==> config.mk <==
export PLATFORM = sky130hd
export DESIGN_NAME = pwr_mode_ctrl
export DESIGN_NICKNAME = d
export VERILOG_FILES = /design/src/rtl/pmc_pkg.sv /design/src/rtl/pmc_req_decode.sv /design/src/rtl/pmc_mode_fsm.sv /design/src/rtl/pmc_gate_ctl.sv /design/src/rtl/pwr_mode_ctrl.sv
export SDC_FILE = /design/constraint.sdc
export NUM_CORES = 1
export LEC_CHECK = 0
export BUFFER_PORTS_ARGS = -buffer_cell sky130_fd_sc_hd__buf_2
export CAP_MARGIN = 20
export CORE_AREA = 2 2 39 41
export DETAILED_ROUTE_END_ITERATION = 8
export DIE_AREA = 0 0 41 43
export PLACE_DENSITY = 0.41
export RECOVER_POWER = 25
export SLEW_MARGIN = 5
export SYNTH_ARGS = -nofsm -noshare
export SYNTH_HDL_FRONTEND = slang
export SYNTH_SLANG_ARGS = --single-unit
==> constraint.sdc <==
create_clock -name clk -period 1.3 [get_ports clk]
set_input_delay 0.065 -clock clk [delete_from_list [all_inputs] [get_ports clk]]
set_output_delay 0.065 -clock clk [all_outputs]
set_load 0.01 [all_outputs]
==> src/rtl/pmc_pkg.sv <==
package pmc_pkg;
  typedef enum logic [1:0] {
    PM_RUN   = 2'b00,
    PM_IDLE  = 2'b01,
    PM_SLEEP = 2'b10
  } pm_mode_e;
endpackage

==> src/rtl/pmc_req_decode.sv <==
module pmc_req_decode
  import pmc_pkg::*;
#(
  parameter int DATA_W    = 8,
  parameter int IDLE_BIT  = 0,
  parameter int SLEEP_BIT = 1
) (
  input  logic              wr_en,
  input  logic [DATA_W-1:0] wr_data,
  input  pm_mode_e          cur_mode,
  output logic              req_idle,
  output logic              req_sleep
);
  logic accept;
  logic unused_data;

  // Writes only count while the core is running.
  assign accept      = wr_en && (cur_mode == PM_RUN);
  assign req_sleep   = accept && wr_data[SLEEP_BIT];
  assign req_idle    = accept && wr_data[IDLE_BIT] && !wr_data[SLEEP_BIT];
  assign unused_data = ^wr_data;
endmodule

==> src/rtl/pmc_mode_fsm.sv <==
module pmc_mode_fsm
  import pmc_pkg::*;
(
  input  logic     clk,
  input  logic     rst_n,
  input  logic     req_idle,
  input  logic     req_sleep,
  input  logic     irq_pend,
  output pm_mode_e mode_q
);
  pm_mode_e mode_d;

  always_comb begin
    mode_d = mode_q;
    unique case (mode_q)
      PM_RUN: begin
        if (req_sleep)     mode_d = PM_SLEEP;
        else if (req_idle) mode_d = PM_IDLE;
      end
      PM_IDLE:  if (irq_pend) mode_d = PM_RUN;
      PM_SLEEP: mode_d = PM_SLEEP;  // only rst_n leaves sleep
      default:  mode_d = PM_RUN;
    endcase
  end

  always_ff @(posedge clk or negedge rst_n) begin
    if (!rst_n) mode_q <= PM_RUN;
    else        mode_q <= mode_d;
  end
endmodule

==> src/rtl/pmc_gate_ctl.sv <==
module pmc_gate_ctl
  import pmc_pkg::*;
#(
  parameter int N_PERIPH = 3
) (
  input  pm_mode_e            mode,
  output logic                cpu_clk_en,
  output logic [N_PERIPH-1:0] periph_clk_en,
  output logic                port_hold,
  output logic [1:0]          mode_stat
);
  logic periph_on;

  assign cpu_clk_en = (mode == PM_RUN);
  assign periph_on  = (mode != PM_SLEEP);
  assign port_hold  = (mode != PM_RUN);
  assign mode_stat  = mode;

  for (genvar g = 0; g < N_PERIPH; g++) begin : g_periph
    assign periph_clk_en[g] = periph_on;
  end
endmodule

==> src/rtl/pwr_mode_ctrl.sv <==
module pwr_mode_ctrl
  import pmc_pkg::*;
#(
  parameter int DATA_W    = 8,
  parameter int IDLE_BIT  = 0,
  parameter int SLEEP_BIT = 1,
  parameter int N_PERIPH  = 3
) (
  input  logic                clk,
  input  logic                rst_n,
  input  logic                wr_en,
  input  logic [DATA_W-1:0]   wr_data,
  input  logic                irq_pend,
  output logic                cpu_clk_en,
  output logic [N_PERIPH-1:0] periph_clk_en,
  output logic                port_hold,
  output logic [1:0]          mode_stat
);
  pm_mode_e mode_q;
  logic     req_idle;
  logic     req_sleep;

  pmc_req_decode #(
    .DATA_W(DATA_W), .IDLE_BIT(IDLE_BIT), .SLEEP_BIT(SLEEP_BIT)
  ) u_dec (
    .wr_en(wr_en), .wr_data(wr_data), .cur_mode(mode_q),
    .req_idle(req_idle), .req_sleep(req_sleep)
  );

  pmc_mode_fsm u_fsm (
    .clk(clk), .rst_n(rst_n), .req_idle(req_idle), .req_sleep(req_sleep),
    .irq_pend(irq_pend), .mode_q(mode_q)
  );

  pmc_gate_ctl #(.N_PERIPH(N_PERIPH)) u_gate (
    .mode(mode_q), .cpu_clk_en(cpu_clk_en), .periph_clk_en(periph_clk_en),
    .port_hold(port_hold), .mode_stat(mode_stat)
  );
endmodule

== Word level (Yosys, flattened, before mapping) ==
Index checks and enable logic that the tools add are counted.
Cells by class
  equal/unequal tests: 5
  mux-type cells: 4
  reduce and logical (&&, ||, !) cells: 8
Operators by type and width (count)
  $mux W2: 3
  $pmux W2 S3: 1
  $logic_and A1 B1 Y1: 4
  $ne A2 B2 Y1 const B: 2
  $ne A3 B1 Y1 const B: 1
  $eq A2 B1 Y1 const B: 1
  $eq A2 B2 Y1 const B: 1
  $logic_not A2 Y1: 1
  $reduce_and A2 Y1: 1
  $reduce_bool A2 Y1: 1
  $logic_not A1 Y1: 1
Word-level totals
  register bits after elaboration: 2
  output and inout port bits: 7
  word-level logic and storage cells: 18

== Logic depth before layout (Yosys ltp) ==
  depth after elaboration: 7
  gate-level depth with buffers: 2
  mapped depth without buffers: 2

== By module ==
A second synthesis with hierarchy kept.
Unflattened totals
  cells, all modules: 18
  area, all modules: 157.7 µm²
By module, submodules not included
  pmc_mode_fsm: times used 1, cells each 7, area each 82.6 µm², sequential area each 50.0 µm²
  pmc_gate_ctl: times used 1, cells each 8, area each 53.8 µm², sequential area each 0.0 µm²
  pmc_req_decode: times used 1, cells each 3, area each 21.3 µm², sequential area each 0.0 µm²

== Worst setup path before layout ==
Ideal clock, no wire load.
  kind: register -> output
  start point: register u_fsm.mode_q[0]
  end point: output port port_hold
  data arrival time: 0.771 ns
  required time: 1.235 ns
  setup slack: 0.464 ns
  stages on the path, launching flop included: 3
  path through: dfrtp_1 nor2_1 inv_1
On the way
  cells in the longest elaborated chain, start to end: 1
RTL lines
  start: declaration: RTL line pmc_mode_fsm.sv:9  | output pm_mode_e mode_q
  start signal: assignment: RTL line pmc_mode_fsm.sv:28  | else mode_q <= mode_d;
  $reduce_bool A2 Y1: RTL line pmc_gate_ctl.sv:16  | assign port_hold = (mode != PM_RUN);
  end: declaration: RTL line pwr_mode_ctrl.sv:16  | output logic port_hold,
Every way passes these cells.

== Worst setup path after layout ==
Ends and elaborated chain as after synthesis.

==> summary.md <==
| Metric | Value |
|---|---|
| Initial Util | 8.499% |
| Worst Path Max Fanout | 6 |
| Count of pins over their slew limit | 0 |
| Worst EP arrival | 0.99 ns |
| Period utilization | 81.46% |
| Total Power | 217.4 uW |
| Area Overhead vs Synth | 75.53% |
| RSZ-0062 raised after global routing | no |
| Root buffer cell | clkbuf_4 |
| Biggest regs | u_fsm.mode_q (2) |
| Routability cong. | 0.5161 |
| Startpoint Class | register |
| #FFs+latches synth | 2 |
| CORE AREA | 0.001384 mm^2 |
| Io pins | 19 |
| Worst Skew | 0.002291 ns |
| Worst vdd rail ir drop | 171.7 uV |
| Largest net degree at the start of global routing | 7 |
| Gr usage total | 5.120% |
| Worst-path cell chain | nor2_1 > inv_1 > buf_2 |
| Post-Synthesis Cells | 13 |
| Final-report hold violation count | 0 |
| Filler Cells Inserted | 169 |
| CP endpoint kind | output pin |
| Dpl hpwl | 270.8 um |
| Syn avg cell area | 9.047 um^2 |
| First-pass detailed-route iteration total | 2 |
| Worst setup path class | register to output pin |
| Hold WC Path Type | input port to register |
| WL/cell | 8.524 um |
| Fin nets | 40 |
| Postcts setup bufs | 0 |
| Synth Cell Area | 117.6 um^2 |
| CTS Sinks | 2 |
| Most common cell after layout, fill and taps aside | buf_2 |
| Worst-path clk slew | 0.03 ns |
| Die height | 43 um |
| TNS Setup | 0 ns |
| Total wire length | 358 um |
| Slowest stage delay, CP | 0.41 ns |
| Drt drc | 0 |
| Commonest non-fill, non-tap cells in the layout | buf_2 (11), clkbuf_4 (3) |
| Fraction of layout cells with a size suffix above 1 | 53.85% |
| Port Buffers | 12 |
| Remaining global-route overflow | 0 |
| Placed cell areas | 175.2 um^2 |
| Yosys top cell by area | dfrtp_1 |
| Final setup vio count | 0 |
| Ys Warns | 0 |
| Number of global-route vias before repair | 112 |
| CP required | 1.24 ns |
| Largest delay share family, worst path | flip-flops |
| DIE WIDTH | 41 um |
| CTS tree | built |
| Initial antenna violation count | 0 |
| Syn Nets | 25 |
| Die Area | 0.001763 mm^2 |
| Fin Hold WS | 0.1069 ns |
| Final ANT Viol Nets | 0 |
| Buffers plus inverters on the worst setup path | 2 |
| Rel. slew slack | 89.77% |
| Worst Max-Slew Pin Slew | 0.1529 ns |
| H-Tree Depth | 1 |
| Top reg by flops | u_fsm.mode_q |
| Clk Latency, worst-skew pair | 0.23 ns |
| PwrDens | 1053 mW/mm^2 |
| Vias | 128 |
| CTS Buf Count | 3 |
| Distinct cells, synth | 7 |
| Max Root-Sink Buffers | 2 |
| Max_cap viols | 0 |
| N_diodes | 0 |
| Initial DRC Count | 2 |
| Fmax | 0.9443 GHz |
| CTS resizes | 0 |
| Status | finished clean |
| Global-route wire length before repair | 469 um |
| Sequential-to-total area share from yosys stat | 42.55% |
| Final Cell Area | 206.4 um^2 |
| Synth area leaders | dfrtp_1 (43%), buf_4 (19%), nand2b_1 (11%) |
| Fin crit period | 1.059 ns |
| Rows | 14 |
| Post-synth top area share | 42.55% |
| CP max stage cell | dfrtp_1 |
| Max FFs per register | 2 |
| Vias per cell | 3.048 |
| Leak | 0.0001071 uW |
[cell usage after synthesis (all sizes together)]
cell type and number:
inv 1, nand4bb 1, nand2b 2, buf 3
dfrtp 2, a21oi 2, nor2 2
[where the power goes]
| part | total, uW | leakage (uW) | switching, uW | internal [uW] |
|---|---|---|---|---|
| Clock | 139 | 0.0000138 | 37.6 | 102 |
| Sequential | 63.2 | 0.0000227 | 0.244 | 62.9 |
| Combinational | 14.7 | 0.0000706 | 5.58 | 9.17 |
[what timing repair did]
item                                    in CTS  in global routing
endpoints found under the setup margin       0                  0
hold endpoints to repair                     2                  0
hold buffers                                 1                  0
[final cells by class]
class / count / area, um^2 / share of cell area [%]
Timing Repair Buffer: 13 / 68.82 / 33.33
Sequential cell: 2 / 50.05 / 24.24
Multi-Input combinational cell: 7 / 41.29 / 20.00
Clock buffer: 3 / 22.52 / 10.91
Tap cell: 16 / 20.02 / 9.697
Inverter: 1 / 3.754 / 1.818
[worst register-to-register path, stage by stage (launching register included)]
cell       delay [ns]
dfrtp_1          0.41
nand4bb_1        0.20
a21oi_1          0.13
[per-stage QoR]
stage	util (%)	setup slack [ns]	instances
floorplan	-	0.4643	13
global placement	12.66	0.4592	38
detailed placement	12.66	0.4713	38
CTS	15.01	0.2250	42
global route	14.92	0.1741	42
finish	14.92	0.2410	42
[routing by layer]
layer	share of wire [%]	up-vias	wire length [um]	track usage, %
met5	0	-	0	0
met3	21	2	75	4.712
met2	22	15	79	2.813
li1	-	66	-	-
met4	4.5	0	16	8.000
met1	52	45	186	6.752
[cells by family after synthesis]
group                  count (synthesis)  share of synthesized area (%)
and+or+nand+nor                        5                          26.60
buffers and inverters                  4                          22.34
DFF                                    2                          42.55
AOI/OAI and AO/OA                      2                          8.511
[worst paths after layout]
kind	from	end	slack, ns	cells after the start
max in group asynchronous	rst_n	u_fsm.mode_q[0]	1.00	2
min in group asynchronous	rst_n	u_fsm.mode_q[1]	0.17	2
setup reg to reg	u_fsm.mode_q[0]	u_fsm.mode_q[0]	0.48	2
hold / removal	irq_pend	u_fsm.mode_q[0]	0.11	3
setup / recovery	u_fsm.mode_q[0]	port_hold	0.24	3
hold reg to reg	u_fsm.mode_q[1]	u_fsm.mode_q[0]	0.50	1
Note: power is estimated with default switching activity, not from simulation.
